## config.mk

```make
export PLATFORM = sky130hd
export DESIGN_NAME = raster_pixel_shifter
export DESIGN_NICKNAME = d
export VERILOG_FILES = /design/src/rtl/rps_pkg.sv /design/src/rtl/rps_addr_gen.sv /design/src/rtl/rps_prefetch.sv /design/src/rtl/rps_plane_ser.sv /design/src/rtl/raster_pixel_shifter.sv
export SDC_FILE = /design/constraint.sdc
export NUM_CORES = 1
export LEC_CHECK = 0
export BUFFER_PORTS_ARGS = -buffer_cell sky130_fd_sc_hd__buf_2
export CORE_UTILIZATION = 30
export DETAILED_ROUTE_END_ITERATION = 10
export GPL_TIMING_DRIVEN = 0
export MAX_ROUTING_LAYER = met4
export PLACE_DENSITY = 0.59
export SLEW_MARGIN = 15
export SYNTH_ARGS = -nofsm -noshare
export SYNTH_HDL_FRONTEND = slang
export SYNTH_SLANG_ARGS = --single-unit
export TNS_END_PERCENT = 50
```

## constraint.sdc

```tcl
create_clock -name clk -period 1.7 [get_ports clk]
set_clock_uncertainty 0.15 [all_clocks]
set_input_delay 0.085 -clock clk [delete_from_list [all_inputs] [get_ports clk]]
set_output_delay 0.085 -clock clk [all_outputs]
set_load 0.02 [all_outputs]
```

## src/rtl/rps_pkg.sv

```systemverilog
package rps_pkg;
    localparam int NPLANE  = 2;
    localparam int PL_FULL = 0;
    localparam int PL_HALF = 1;
endpackage

```

## src/rtl/rps_addr_gen.sv

```systemverilog
// Row/column address counters for the display bitmap.
module rps_addr_gen #(
    parameter int ROW_W = 9,
    parameter int COL_W = 7
) (
    input  logic             clk,
    input  logic             rst_n,
    input  logic             frame_clr_i,
    input  logic             line_end_i,
    input  logic             step_i,
    output logic [ROW_W-1:0] row_o,
    output logic [COL_W-1:0] col_o
);
    typedef struct packed {
        logic [ROW_W-1:0] row;
        logic [COL_W-1:0] col;
    } addr_t;

    addr_t st_d, st_q;

    always_comb begin
        st_d = st_q;
        if (frame_clr_i) begin
            st_d.row = '0;
            st_d.col = '0;
        end else if (line_end_i) begin
            st_d.row = st_q.row + 1'b1;
            st_d.col = '0;
        end else if (step_i) begin
            st_d.col = st_q.col + 1'b1;
        end
    end

    always_ff @(posedge clk or negedge rst_n) begin
        if (!rst_n) st_q <= '0;
        else        st_q <= st_d;
    end

    assign row_o = st_q.row;
    assign col_o = st_q.col;
endmodule

```

## src/rtl/rps_prefetch.sv

```systemverilog
// One-word prefetch buffer holding all intensity planes.
module rps_prefetch #(
    parameter int WORD_W = 8,
    parameter int NPLANE = 2
) (
    input  logic                         clk,
    input  logic                         rst_n,
    input  logic                         flush_i,
    input  logic                         take_i,
    input  logic                         gnt_i,
    input  logic [NPLANE-1:0][WORD_W-1:0] data_i,
    output logic                         req_o,
    output logic                         step_o,
    output logic [NPLANE-1:0][WORD_W-1:0] data_o
);
    typedef struct packed {
        logic [NPLANE-1:0][WORD_W-1:0] word;
        logic                          full;
    } pf_t;

    pf_t st_d, st_q;

    assign req_o  = !st_q.full;
    assign step_o = gnt_i && !st_q.full && !flush_i;

    always_comb begin
        st_d = st_q;
        if (flush_i) begin
            st_d.full = 1'b0;
        end else if (st_q.full && take_i) begin
            st_d.full = 1'b0;
        end else if (step_o) begin
            st_d.word = data_i;
            st_d.full = 1'b1;
        end
    end

    always_ff @(posedge clk or negedge rst_n) begin
        if (!rst_n) st_q <= '0;
        else        st_q <= st_d;
    end

    // An empty buffer hands out a blank word.
    assign data_o = st_q.full ? st_q.word : '0;
endmodule

```

## src/rtl/rps_plane_ser.sv

```systemverilog
// Parallel-to-serial register for one intensity plane, MSB first.
module rps_plane_ser #(
    parameter int WORD_W = 8
) (
    input  logic              clk,
    input  logic              rst_n,
    input  logic              load_i,
    input  logic              shift_i,
    input  logic [WORD_W-1:0] word_i,
    output logic              msb_o
);
    typedef struct packed {
        logic [WORD_W-1:0] sh;
    } ser_t;

    ser_t st_d, st_q;

    always_comb begin
        st_d = st_q;
        if (load_i)       st_d.sh = word_i;
        else if (shift_i) st_d.sh = {st_q.sh[WORD_W-2:0], 1'b0};
    end

    always_ff @(posedge clk or negedge rst_n) begin
        if (!rst_n) st_q <= '0;
        else        st_q <= st_d;
    end

    assign msb_o = st_q.sh[WORD_W-1];
endmodule

```

## src/rtl/raster_pixel_shifter.sv

```systemverilog
module raster_pixel_shifter
    import rps_pkg::*;
#(
    parameter int WORD_W = 8,
    parameter int ROW_W  = 9,
    parameter int COL_W  = 7
) (
    input  logic              clk,
    input  logic              rst_n,
    input  logic              vsync_i,
    input  logic              active_i,
    output logic              fetch_req_o,
    output logic [ROW_W-1:0]  fetch_row_o,
    output logic [COL_W-1:0]  fetch_col_o,
    input  logic              fetch_gnt_i,
    input  logic [WORD_W-1:0] fetch_full_i,
    input  logic [WORD_W-1:0] fetch_half_i,
    output logic              pix_full_o,
    output logic              pix_half_o
);
    localparam int PIX_W = (WORD_W > 1) ? $clog2(WORD_W) : 1;
    localparam logic [PIX_W-1:0] PIX_LAST = PIX_W'(WORD_W - 1);

    typedef struct packed {
        logic [PIX_W-1:0] pix;
        logic             act;
    } ctl_t;

    ctl_t ctl_d, ctl_q;

    logic line_end, flush, load, shift, step;
    logic [NPLANE-1:0][WORD_W-1:0] mem_word, buf_word;
    logic [NPLANE-1:0]             plane_msb;

    assign line_end = ctl_q.act && !active_i;
    assign flush    = vsync_i || line_end;
    assign load     = active_i && (ctl_q.pix == '0);
    assign shift    = active_i && (ctl_q.pix != '0);

    always_comb begin
        ctl_d     = ctl_q;
        ctl_d.act = active_i;
        if (!active_i)              ctl_d.pix = '0;
        else if (ctl_q.pix == PIX_LAST) ctl_d.pix = '0;
        else                        ctl_d.pix = ctl_q.pix + 1'b1;
    end

    always_ff @(posedge clk or negedge rst_n) begin
        if (!rst_n) ctl_q <= '0;
        else        ctl_q <= ctl_d;
    end

    rps_addr_gen #(.ROW_W(ROW_W), .COL_W(COL_W)) u_addr (
        .clk         (clk),
        .rst_n       (rst_n),
        .frame_clr_i (vsync_i),
        .line_end_i  (line_end),
        .step_i      (step),
        .row_o       (fetch_row_o),
        .col_o       (fetch_col_o)
    );

    assign mem_word[PL_FULL] = fetch_full_i;
    assign mem_word[PL_HALF] = fetch_half_i;

    rps_prefetch #(.WORD_W(WORD_W), .NPLANE(NPLANE)) u_pf (
        .clk     (clk),
        .rst_n   (rst_n),
        .flush_i (flush),
        .take_i  (load),
        .gnt_i   (fetch_gnt_i),
        .data_i  (mem_word),
        .req_o   (fetch_req_o),
        .step_o  (step),
        .data_o  (buf_word)
    );

    for (genvar p = 0; p < NPLANE; p++) begin : g_plane
        rps_plane_ser #(.WORD_W(WORD_W)) u_ser (
            .clk     (clk),
            .rst_n   (rst_n),
            .load_i  (load),
            .shift_i (shift),
            .word_i  (buf_word[p]),
            .msb_o   (plane_msb[p])
        );
    end

    // Full bright takes precedence over half bright.
    assign pix_full_o = ctl_q.act && plane_msb[PL_FULL];
    assign pix_half_o = ctl_q.act && plane_msb[PL_HALF] && !plane_msb[PL_FULL];
endmodule

```

==> run_results.csv <==
group,metric,value,unit
setup_path,slowest_stage,"dfrtp_1",
detailed_routing,first_pass_iters,4,
detailed_routing,ant_nets,0,
setup_path,reg2reg_to,"u_pf.st_q[8]$_DFFE_PN0P_",
detailed_routing,drtIter0Drc,72,
hold_path,hold_class,"in -> reg",
cts,cts_tree,"done",
timing,layout_setup_ws,0.0427,ns
grt,grt_pass1_wl,8000,µm
placed_design,hpwl,3070,µm
setup_path,crit_type,"reg -> reg",
timing,post-route-min-period,1.66,ns
cts,clockBufferDepth,2,
finish,antenna_cells,0,
setup_path,rrSetupSlack,0.04,ns
placed_design,io_buffer_count,39,
setup_path,r2r-start,"u_pf.st_q[0]$_DFFE_PN0P_",
detailed_routing,wire_per_inst,12.5,µm
detailed_routing,vias,1625,
setup_path,crit_chain,"nor2b_2 > buf_6 > and3_4 > buf_8 > clkbuf_16 > mux2_4",
logic_synthesis,synth_compound_area_share,10.2,%
timing,setup_viol,0,
setup_path,cp.required,1.76,ns
detailed_routing,drcViolationCount,0,
timing,tightest_slew,0.670,ns
logic_synthesis,synth_top_family_by_area,"compound AO/OA/AOI/OAI gates",
floorplanning,die_h,90.5,µm
detailed_routing,wirelength,4630,µm
hold_path,hold_start,"vsync_i",
finish,postLayoutCoreUtil,41.1,%
cts,htreeDepth,2,
logic_synthesis,netlist_area,0.00235,mm²
setup_path,cp-startpoint,"u_pf.st_q[0]$_DFFE_PN0P_",
logic_synthesis,synthAdderAreaFrac,2.66,%
logic_synthesis,synth_warnings,0,
floorplanning,ios,40,
grt,antenna_found_initial,0,
setup_path,arrival,1.71,ns
setup_path,crit_path_end_kind,"flip-flop",
grt,grt_max_degree,54,
power,leakagePower,1.42,nW
finish,drive_gt1_share,30.3,%
hold_path,hold_path_end,"u_addr.row_o[3]$_DFFE_PN0P_",
logic_synthesis,synth_xor_area_share,4.47,%
finish,syn_to_final_growth,29.7,%
logic_synthesis,synthMuxAreaShare,9.69,%
floorplanning,die_area,0.00819,mm²
cts,clk_pin_slew,0.11,ns
floorplanning,core_area,0.00741,mm²
cts,clock_sinks,53,
placed_design,dp_slack,-0.185,ns
logic_synthesis,syn_inst,201,
timing,hold_violations,0,
timing,slew_viol_final,0,
logic_synthesis,synth-simple-area-share,10.2,%
grt,grt_pass1_vias,1671,
floorplanning,row_count,31,
logic_synthesis,synth-seq-cells,53,
grt,grt_overflow,0,
setup_path,cpPeakStageDelay,0.40,ns
timing,rsz0062_at_grt,"true",
hold_path,holdPathStages,3,
cts,clock_latency,0.31,ns
run_status,status,"completed",
placed_design,gp_congestion,0.717,
floorplanning,die_w,90.5,µm
timing,clock.fmax,603,MHz
timing,slew_headroom,55.4,%
power,peakVddDrop,0.408,mV
cts,cts_buffers,5,
logic_synthesis,avgSynthCellArea,11.7,µm²
finish,nets,296,
setup_path,worst_setup_path_start_kind,"flip-flop",
logic_synthesis,synth-seq-area-share,56.4,%
detailed_routing,viasPerCell,4.39,
logic_synthesis,syn_nets,227,
floorplanning,start_util,31.7,%
power,power.density,873,mW/mm²
cts,cts-root-buf,"clkbuf_8",
grt,grt_usage,12.6,%
setup_path,worst-r2r-cell-count,6,
job,maxCapViolations,0,
setup_path,worstPathMaxFanout,8,
timing,period_share,97.5,%
logic_synthesis,ys_types,33,
final cells by class:
cell class,instances,area [µm²]
multi-input cells,118,897
well taps,99,124
flip-flops and latches,53,1330
fillers,711,4360
plain buffers,8,80.1
clock buffers,5,68.8
inverters,21,78.8
repair buffers,63,443
clock inverters,3,28.8
where the power goes:
part           total, mW  leakage [nW]  switching, mW  internal, mW
Combinational      0.413         0.677          0.178         0.235
Clock              0.753        0.0506          0.444         0.309
Sequential          1.49         0.693         0.0910          1.40
worst max path at each step:
stage                                           end  cells after the start  slack [ns]
6_report                   u_pf.st_q[8]$_DFFE_PN0P_                      6        0.04
5_1_grt                   u_pf.st_q[16]$_DFFE_PN0P_                      6      -0.005
4_1_cts                   u_pf.st_q[16]$_DFFE_PN0P_                      6      -0.009
3_5_place_dp   g_plane[1].u_ser.st_q[5]$_DFFE_PN0P_                      7       -0.18
3_3_place_gp   g_plane[0].u_ser.st_q[7]$_DFFE_PN0P_                      7       -0.15
2_1_floorplan             u_pf.st_q[10]$_DFFE_PN0P_                      6        0.06
logic make-up after synthesis:
family,after synthesis
fa+ha+maj,5
mux,17
flops,53
compound gates,38
simple gates,46
buf+inv,30
xor+xnor,12
critical path, delay by kind of cell (launching register included):
family                 cells  cell delay (ns)
muxes                      1             0.29
buffers and inverters      3             0.41
DFF                        1             0.40
and+or+nand+nor            2             0.31
per-stage QoR:
step           setup TNS [ns]  power, mW  cell area [µm²]  std cells  hold WS (ns)
2_1_floorplan               0       1.74             2350        201        -0.361
3_3_place_gp            -1.65       1.86             2670        339         0.103
3_5_place_dp            -2.02       1.87             2670        339        0.0208
4_1_cts               -0.0205       2.69             3000        368        0.0171
5_1_grt               -0.0113       2.82             3050        370        0.0210
6_report                    0       2.66             3050        370        0.0234
flip-flops by register name, summed over array words and instances, names as in the netlist:
register and flops:
u_pf.st_q 17, u_addr.col_o 7, u_addr.row_o 9, ctl_q 4, g_plane.u_ser.st_q 16
synth_stat cells:
master,instances,area [µm²]
dfrtp_1,53,1330
inv_1,21,78.8
o21ai_0,17,85.1
a22oi_1,14,105
nor2_1,14,52.6
mux2_4,10,150
nand2_1,9,33.8
xor2_1,8,70.1
mux2_2,6,67.6
nand4_1,6,37.5
ha_1,5,62.6
xnor2_1,4,35.0
a21oi_1,3,15.0
and2_1,3,18.8
and3_1,3,18.8
buf_2,3,15.0
clkbuf_1,3,11.3
buf_6,2,22.5
nor3_1,2,10.0
or3_1,2,12.5
a211oi_1,1,7.51
a21boi_1,1,7.51
and2b_2,1,8.76
and3_4,1,11.3
and4_1,1,8.76
buf_12,1,20.0
mux2i_1,1,10.0
nand2b_2,1,8.76
nand3_1,1,5.00
nor2b_1,1,6.26
nor3b_1,1,7.51
o2111ai_2,1,15.0
o21ai_1,1,5.00
per-layer routing:
layer / up-vias / global-route usage [%] / part of all wire, %
met1: 762 / 15.9 / 50
met4: 0 / 4.44 / 0.80
met3: 2 / 3.11 / 4.3
li1: 820 / - / -
met2: 41 / 19.4 / 45
met5: - / - / 0
repair_timing:
item	in CTS	in global routing
setup endpoints to repair	23	21
pin swaps	1	0
resized for setup	7	5
hold endpoints to repair	71	0
cloned	0	1
buffers inserted	2	2
hold buffers	19	0
placed cells by master, fill, tap and decap left out, drive strengths merged, types with 2 or more instances in the layout:
cell type | Yosys | final
and3 | 4 | 4
xnor2 | 4 | 4
mux2 | 16 | 16
nand4 | 6 | 6
xor2 | 8 | 8
or3 | 2 | 2
o21ai | 18 | 18
and2 | 3 | 3
nand2 | 9 | 9
nor3 | 2 | 2
dlygate4sd3 | 0 | 19
dfrtp | 53 | 53
nor2 | 14 | 14
inv | 21 | 23
a21oi | 3 | 3
buf | 6 | 47
ha | 5 | 5
a22oi | 14 | 14
clkbuf | 3 | 10
Note: power is estimated with default switching activity, not from simulation.
